`src/rtl/line_group_extractor.sv`:
```
module line_group_extractor #(
  parameter int W          = 4,
  parameter int LINE_BYTES = 64,
  parameter int ADDR_W     = 32,
  parameter int SEQ_W      = 16,
  parameter int CNT_W      = 16
) (
  input  logic                       clk,
  input  logic                       rst_n,
  input  logic                       line_valid,
  input  logic [LINE_BYTES*8-1:0]    line_data,
  input  logic [ADDR_W-1:0]          pc_in,
  input  logic [W-1:0]               is_ctl,
  output logic [ADDR_W-1:0]          fetch_addr,
  output logic [W-1:0]               bp_req,
  output logic [W*ADDR_W-1:0]        bp_pc,
  input  logic [W-1:0]               bp_taken,
  input  logic [W*ADDR_W-1:0]        bp_target,
  output logic [W-1:0]               grp_valid,
  output logic [W*32-1:0]            grp_inst,
  output logic [W*ADDR_W-1:0]        grp_pc,
  output logic [W*ADDR_W-1:0]        grp_npc,
  output logic [W*SEQ_W-1:0]         grp_seq,
  output logic [$clog2(W+1)-1:0]     grp_count,
  output logic [ADDR_W-1:0]          pc_q,
  output logic [ADDR_W-1:0]          npc_q,
  output logic [CNT_W-1:0]           taken_cnt,
  output logic [(W+1)*CNT_W-1:0]     hist
);
  localparam int IB     = 4;
  localparam int IW     = IB * 8;
  localparam int LWORDS = LINE_BYTES / IB;
  localparam int OFF_W  = $clog2(LINE_BYTES);
  localparam int IB_W   = $clog2(IB);
  localparam int CW     = $clog2(W + 1);

  logic [W-1:0][IW-1:0]     s_inst, q_inst;
  logic [W-1:0][ADDR_W-1:0] s_pc, s_npc, q_pc, q_npc, q_bpc;
  logic [W-1:0][SEQ_W-1:0]  q_seq;
  logic [W-1:0]             s_valid, s_req;
  logic [CW-1:0]            s_cnt;
  logic [ADDR_W-1:0]        s_final;
  logic                     s_taken;
  logic [SEQ_W-1:0]         seq_q;
  logic [W:0][CNT_W-1:0]    hist_q;

  assign fetch_addr = pc_in & ~ADDR_W'(LINE_BYTES - 1);

  always_comb begin
    logic                alive;
    logic [ADDR_W-1:0]   cur, nxt;
    logic [OFF_W:0]      widx;
    logic [IW-1:0]       raw;
    logic                tk;
    alive   = 1'b1;
    cur     = pc_in;
    s_cnt   = '0;
    s_taken = 1'b0;
    for (int k = 0; k < W; k++) begin
      widx       = (OFF_W+1)'(pc_in[OFF_W-1:IB_W]) + (OFF_W+1)'(k);
      s_valid[k] = alive && (widx < (OFF_W+1)'(LWORDS));
      raw        = line_data[(s_valid[k] ? int'(widx) : 0) * IW +: IW];
      for (int b = 0; b < IB; b++)
        s_inst[k][IW-1-8*b -: 8] = s_valid[k] ? raw[8*b +: 8] : 8'h00;
      q_bpc[k]   = cur;
      s_req[k]   = s_valid[k] && is_ctl[k];
      tk         = s_req[k] && bp_taken[k];
      nxt        = tk ? bp_target[k*ADDR_W +: ADDR_W] : cur + ADDR_W'(IB);
      s_pc[k]    = s_valid[k] ? cur : '0;
      s_npc[k]   = s_valid[k] ? nxt : '0;
      if (s_valid[k]) begin
        cur   = nxt;
        s_cnt = s_cnt + CW'(1);
      end
      if (tk) s_taken = 1'b1;
      alive = s_valid[k] && !tk;
    end
    s_final = cur;
  end

  assign bp_req = s_req;
  assign bp_pc  = q_bpc;

  always_ff @(posedge clk or negedge rst_n) begin
    if (!rst_n) begin
      grp_valid <= '0;
      grp_count <= '0;
      q_inst    <= '0;
      q_pc      <= '0;
      q_npc     <= '0;
      q_seq     <= '0;
      pc_q      <= '0;
      npc_q     <= ADDR_W'(IB);
      seq_q     <= '0;
      taken_cnt <= '0;
    end else if (line_valid) begin
      grp_valid <= s_valid;
      grp_count <= s_cnt;
      q_inst    <= s_inst;
      q_pc      <= s_pc;
      q_npc     <= s_npc;
      for (int k = 0; k < W; k++)
        q_seq[k] <= s_valid[k] ? seq_q + SEQ_W'(k) : '0;
      pc_q      <= s_final;
      npc_q     <= s_final + ADDR_W'(IB);
      seq_q     <= seq_q + SEQ_W'(s_cnt);
      if (s_taken) taken_cnt <= taken_cnt + CNT_W'(1);
    end else begin
      grp_valid <= '0;
      grp_count <= '0;
      q_inst    <= '0;
      q_pc      <= '0;
      q_npc     <= '0;
      q_seq     <= '0;
    end
  end

  genvar n;
  generate
    for (n = 0; n <= W; n++) begin : g_bin
      always_ff @(posedge clk or negedge rst_n) begin
        if (!rst_n) hist_q[n] <= '0;
        else if (line_valid && s_cnt == CW'(n)) hist_q[n] <= hist_q[n] + CNT_W'(1);
      end
    end
  endgenerate

  assign grp_inst = q_inst;
  assign grp_pc   = q_pc;
  assign grp_npc  = q_npc;
  assign grp_seq  = q_seq;
  assign hist     = hist_q;

  AST_REQ_ONLY_CTL: assert property (@(posedge clk) disable iff (!rst_n)
    (bp_req & ~is_ctl) == '0) else $error("bp_req without control flag");
  AST_COUNT_MATCH: assert property (@(posedge clk) disable iff (!rst_n)
    $countones(grp_valid) == int'(grp_count)) else $error("count mismatch");
  AST_SEQ_ADVANCE: assert property (@(posedge clk) disable iff (!rst_n)
    line_valid |=> seq_q == $past(seq_q) + SEQ_W'(grp_count)) else $error("seq step");
  AST_NPC_STEP: assert property (@(posedge clk) disable iff (!rst_n)
    line_valid |=> npc_q == pc_q + ADDR_W'(IB)) else $error("npc step");
  AST_IDLE_HOLD: assert property (@(posedge clk) disable iff (!rst_n)
    !line_valid |=> $stable(pc_q) && $stable(taken_cnt) && grp_count == '0) else $error("idle");
  AST_NONEMPTY: assert property (@(posedge clk) disable iff (!rst_n)
    line_valid |=> grp_valid[0]) else $error("empty group");
endmodule

```
`config.mk`:
```
export PLATFORM = sky130hd
export DESIGN_NAME = line_group_extractor
export DESIGN_NICKNAME = d
export VERILOG_FILES = /design/src/rtl/line_group_extractor.sv
export SDC_FILE = /design/constraint.sdc
export NUM_CORES = 2
export LEC_CHECK = 0
export ABC_AREA = 0
export BUFFER_PORTS_ARGS = -buffer_cell sky130_fd_sc_hd__buf_2
export CAP_MARGIN = 20
export CORE_AREA = 2 2 570 572
export CTS_CLUSTER_DIAMETER = 100
export DETAILED_ROUTE_END_ITERATION = 8
export DIE_AREA = 0 0 572 574
export PLACE_DENSITY_LB_ADDON = 0.25
export SLEW_MARGIN = 5
export SYNTH_ARGS = -nofsm -noshare
export SYNTH_HDL_FRONTEND = slang
export SYNTH_SLANG_ARGS = --single-unit
```
`constraint.sdc`:
```
create_clock -name clk -period 15.2 [get_ports clk]
set_input_delay 0.76 -clock clk [delete_from_list [all_inputs] [get_ports clk]]
set_output_delay 0.76 -clock clk [all_outputs]
set_load 0.01 [all_outputs]
```
== After elaboration in Yosys (flattened, before gate mapping) ==
Index checks and enable logic that the tools add are counted.
Storage, ports and cells
  output and inout bits: 779
  bits of input ports: 683
  word-level logic and storage cells: 138
  bits in registers: 631
Cells by class
  equality and inequality tests: 4
  shifts and indexed selects: 4
  reductions and logical operators: 24
  $add $sub $neg: 21
  muxes and demuxes: 54
  magnitude comparators: 4
Operator list (count)
  $shiftx A512 B11 Y32: 3
  $mux W32: 16
  $shiftx A512 B10 Y32: 1
  $mux W128: 3
  $add A32 B3 Y32 const B: 5
  $mux W8: 16
  $add A16 B1 Y16 const B: 7
  $mux W16: 4
  $mux W64: 1
  $add A16 B2 Y16 const B: 2
  $logic_and A1 B1 Y1: 19
  $add A16 B3 Y16: 1
  $lt A5 B5 Y1 const B: 3
  $mux W5: 3
  $add A4 B2 Y5 const B: 2
  $mux W3: 3
  $mux W4: 2
  $add A3 B1 Y3 const B: 2
  $eq A3 B2 Y1 const B: 2
  $add A4 B1 Y5 const B: 1
  $lt A4 B5 Y1 const B: 1
  $mux W1: 5
  $eq A3 B1 Y1 const B: 1
  $eq A3 B3 Y1 const B: 1
  5 further kinds: 7

== Longest topological paths before layout ==
  word-level depth: 21
  gate-level depth with buffers: 38
  gate-level depth less buffers: 31

== Worst setup path after synthesis ==
OpenSTA, ideal clock, no wires.
  path kind: input -> register
  start: input port pc_in[2]
  end: register npc_q[30]
  stages: 38
  arrival time: 8.689 ns
  setup slack: 6.429 ns
  buffers on the path: 7
  cells stage by stage: clkbuf_1 clkbuf_1 inv_1 buf_1 clkbuf_1 buf_1 ha_1 clkbuf_1 clkbuf_1 a21oi_1 inv_1 ha_1 a21boi_0 nor2_1 a21o_1 inv_1 ha_1 a21boi_0 (+2 left out) ha_1 mux2i_1 nand2_1 o21ai_0 inv_1 ha_1 o211ai_1 nor4_1 o221ai_1 a21oi_1 nand4_1 a2111oi_0 nand2_1 nor4_4 nand4_1 or3_1 or4_1 a31oi_1
Between the ends
  elaborated cells on any way between the ends: 37
RTL lines
  start: declaration: line 12  | input logic [ADDR_W-1:0] pc_in,
  branches (longest 4 deep; another with $add A32 B3 Y32)
  $mux W32 (*): line 71  | if (s_valid[k]) begin
  via bp_pc[35]: line 16  | output logic [W*ADDR_W-1:0] bp_pc,
  $add A32 B3 Y32: line 68  | nxt = tk ? bp_target[k*ADDR_W +: ADDR_W] : cur + ADDR_W'(IB);
  $mux W32: line 68
  $mux W32 (*): line 71
  via bp_pc[67]: line 16
  $add A32 B3 Y32: line 68
  $mux W32: line 68
  $mux W32 (*): line 71
  via bp_pc[99]: line 16
  $add A32 B3 Y32: line 68
  $mux W32: line 68
  $mux W32 (*): line 71
  via s_final[3]: line 42  | logic [ADDR_W-1:0] s_final;
  $add A32 B3 Y32 (*): line 105  | npc_q <= s_final + ADDR_W'(IB);
  end signal: assignment: line 93  | npc_q <= ADDR_W'(IB);
  end signal: assignment: line 105
  end: declaration: line 26  | output logic [ADDR_W-1:0] npc_q,
Mark *: on every way through the listed nets, which the timed path passes.
A chain may end at the register's enable or synchronous reset.

== Final worst setup path ==
  start: input port pc_in[3]
  end: register npc_q[30]
Between the ends
  word-level cells in the longest chain between the ends: 21
  elaborated cells on any way between the ends: 37
RTL lines (line)
  branches (longest 19 deep; another with $add A32 B3 Y32)
  $mux W32 (*): 71
  via s_final[3]: 42
  $add A32 B3 Y32 (*): 105
Marked as above.

==> impl_metrics.csv <==
group,metric,value,unit
outcome,status,"finished clean",
yosys,synth_edf_count,0,
worst_setup_path,cpMostUsedCell,"ha_1",
worst_setup_path,r2r-end,"seq_q[12]",
timing,hold_slack,0.1953,ns
run,cap_violations,0,
place,numPortBuffers,1455,
detailed_routing,vias_per_cell,4.846,
clock_tree,cts-root-buf,"clkbuf_16",
yosys,synthArstFlopShare,100.0,%
hold_path,hp-class,"input pin to flip-flop",
worst_setup_path,cp-end-kind,"flip-flop",
detailed_routing,wl_per_cell,34.58,microns
cells_and_area,finalNonFillerCells,10970,
timing,finalHoldViolCount,0,
cells_and_area,multi_input_area,0.02872,sq mm
yosys,yosysWarnings,0,
yosys,syn_inst,5277,
timing,min_period,9.106,ns
worst_setup_path,crit_arrival,9.86,ns
yosys,synth_top_cell_by_area,"dfrtp_1",
global_route,grt_overflow,0,
detailed_routing,vias,53170,
cells_and_area,fin_area,0.06236,sq mm
floorplanning,core,0.3227,sq mm
detailed_routing,drt-initial-drc-count,6089,
cells_and_area,drive_gt1_share,33.54,%
clock_tree,cts_sinks,629,
clock_tree,ctsLongestPathBuffers,4,
timing,fin_setup_tns,0,ns
worst_setup_path,ff2ff_setup_slack,12.56,ns
floorplanning,die_area,0.3283,sq mm
cells_and_area,syn_to_final_growth,33.00,%
cells_and_area,seq_area,0.01574,sq mm
floorplanning,die_w,572,microns
worst_setup_path,critical_path.max_fanout,38,
timing,tightest_slew,1.145,ns
detailed_routing,drc,0,
worst_setup_path,critPathSlowestCell,"a31oi_2",
timing,drv_slew,0,
yosys,ys_seq_area_share,33.57,%
worst_setup_path,critPathKind,"input pin to flip-flop",
worst_setup_path,r2r-start,"seq_q[0]",
global_route,grt_max_degree,153,
floorplanning,die_h,574,microns
clock_tree,clk_latency,0.83,ns
detailed_routing,totalWireLength,379.4,mm
worst_setup_path,critical-path-max-stage-delay,0.76,ns
yosys,synth-seq-cells,629,
place,gp_congestion,0.8925,
floorplanning,io_pins,1462,
detailed_routing,route.antenna.remaining_nets,0,
yosys,ys_types,118,
detailed_routing,drtPass1Iterations,6,
power_and_ir_drop,powerDensity,107.5,mW/mm^2
global_route,antenna_found_initial,304,
clock_tree,cts_max_level,3,
floorplanning,start_util,14.53,%
global_route,grt_pass1_vias,50560,
yosys,synth_area_leaders,"dfrtp_1, mux4_2, nand2_1",
timing,maxSlewHeadroom,23.56,%
global_route,grt_pass1_wl,494.5,mm
timing,fin_skew,0.04549,ns
clock_tree,cts_buffers,97,
yosys,avgSynthCellArea,8.885,sq um
power_and_ir_drop,p_leak,27.33,nW
yosys,synth.top_cell.area_share,33.52,%
timing,setup_violations,0,
worst_setup_path,crit_start,"pc_in[3]",
yosys,dominantRegCellSynth,"dfrtp_1",
timing,rsz0062_at_grt,"false",
place,post_dp_cell_area,0.05865,sq mm
yosys,synthesis.area,0.04689,sq mm
clock_tree,clk_pin_slew,0.07,ns
cells_and_area,num-nets-final,7136,
global_route,grt_usage,22.12,%
timing,post-route-period-util,59.91,%
worst_setup_path,setup.worst_path.start_class,"input pin",
floorplanning,rows,209,
timing,fmax,109.8,MHz
worst_setup_path,reg2reg_depth,8,
place,post-place-cells,10650,
cells_and_area,n_fill_cell,36360,
place,hpwl,299.4,mm
clock_tree,cts_tree,"yes",
worst_setup_path,cp.required,15.95,ns
power_and_ir_drop,ir_drop,73.94,uV
worst_setup_path,crit_path_end,"npc_q[30]",
clock_tree,cts_setup_buffers,0,
power_and_ir_drop,p_total,6.703,mW
## synthesized netlist by cell type (all sizes together) (7+ instances only)
| master | instances |
|---|---|
| nand2 | 804 |
| dfrtp | 628 |
| nor2 | 434 |
| clkbuf | 363 |
| a211oi | 262 |
| a21oi | 233 |
| mux4 | 231 |
| nand3 | 215 |
| buf | 177 |
| mux2i | 152 |
| o21ai | 151 |
| xnor2 | 151 |
| and3 | 125 |
| and2 | 121 |
| nor3 | 121 |
| a31oi | 112 |
| a311oi | 101 |
| inv | 92 |
| o211ai | 85 |
| xor2 | 85 |
| nand4 | 69 |
| nor2b | 54 |
| nor4 | 50 |
| a221oi | 49 |
| mux2 | 46 |
| or3 | 41 |
| ha | 24 |
| and4 | 22 |
| a221o | 21 |
| a21o | 19 |
| o221ai | 18 |
| a22oi | 16 |
| o22ai | 16 |
| o31ai | 15 |
| or4 | 15 |
| a211o | 12 |
| nand2b | 12 |
| o21a | 9 |
| a21boi | 7 |
| nor4b | 7 |
| o2111ai | 7 |
| or2 | 7 |
## cells by family (layout without fill, tap and decap cells)
family	after synthesis	after routing	synth area share, %
other cells	1	154	0.007998
buf+inv	636	1853	5.892
mux	429	429	15.48
xor+xnor	237	237	4.459
simple gates	2110	2110	21.55
flops	629	629	33.57
compound gates	1210	1210	18.36
fa+ha+maj	25	25	0.6832
## per-layer routing
metal  GRT usage (%)  vias up  routed length, microns
met4           9.333      122                   18230
met1           24.72    26710                  136500
met3           6.019      827                   34460
met5               0        -                     815
met2           39.16     3576                  189400
li1                -    21930                       -
## placed cells by master, fill, tap and decap left out, drive strengths merged, types with 101 or more instances in the layout
master | netlist | routed
a211oi | 262 | 262
a21oi | 233 | 233
a311oi | 101 | 101
a31oi | 112 | 112
and2 | 121 | 121
and3 | 125 | 125
buf | 177 | 1586
clkbuf | 363 | 122
dfrtp | 628 | 628
diode | 0 | 148
mux2i | 152 | 152
mux4 | 231 | 231
nand2 | 804 | 804
nand3 | 215 | 215
nor2 | 434 | 434
nor3 | 121 | 121
o21ai | 151 | 151
xnor2 | 151 | 151
## critical path, delay by kind of cell
family          cells  cell delay [ns]
compound gates     12             4.07
simple gates        8             2.59
fa+ha+maj           4             1.19
buf+inv             4             0.96
mux                 1             0.10
## metrics by stage
stage	setup WS, ns	util (%)
floorplan	6.429	-
global placement	5.019	18.16
detailed placement	5.251	18.17
CTS	6.128	19.21
global route	5.470	19.29
finish	6.094	19.32
## worst min path at each step
stage              startpoint      endpoint  slack [ns]  cells after the start
3_5_place_dp         hist[79]      hist[79]        0.46                      1
2_1_floorplan           rst_n  grp_count[0]        0.46                      0
6_report       bp_target[119]  grp_npc[119]        0.20                      3
5_1_grt        bp_target[119]  grp_npc[119]        0.16                      3
3_3_place_gp         hist[79]      hist[79]        0.46                      1
4_1_cts        bp_target[122]  grp_npc[122]        0.11                      3
## registers in the layout (all words and copies together), names as in the netlist
name	count
hist	80
grp_seq	64
grp_pc	128
npc_q	30
grp_npc	128
grp_count	3
seq_q	16
taken_cnt	16
pc_q	32
grp_inst	128
grp_valid	4
## layout make-up
type                            count  share of cell area (%)
Tap cell                         4325                   8.678
Antenna cell                      148                  0.5939
Timing Repair Buffer             1587                   13.49
Inverter                           96                  0.6080
Multi-Input combinational cell   4017                   46.05
Sequential cell                   629                   25.24
Clock buffer                      122                   4.236
Clock inverter                     48                   1.104
## power by group
part           internal, mW  switching, mW  total (mW)  leakage, nW
combinational         0.742           1.52        2.26         17.4
clock                  1.47          0.966        2.43         1.62
sequential             1.85          0.160        2.01         8.29
total                  4.06           2.65        6.70         27.3
## repair_timing
| action | in CTS | in global routing |
|---|---|---|
| hold buffers | 1 | 0 |
| hold endpoints to repair | 43 | 0 |
| gates resized for setup | 0 | 0 |
| endpoints found under the setup margin | 0 | 0 |
No activity file was read; power rests on OpenSTA's default activity.
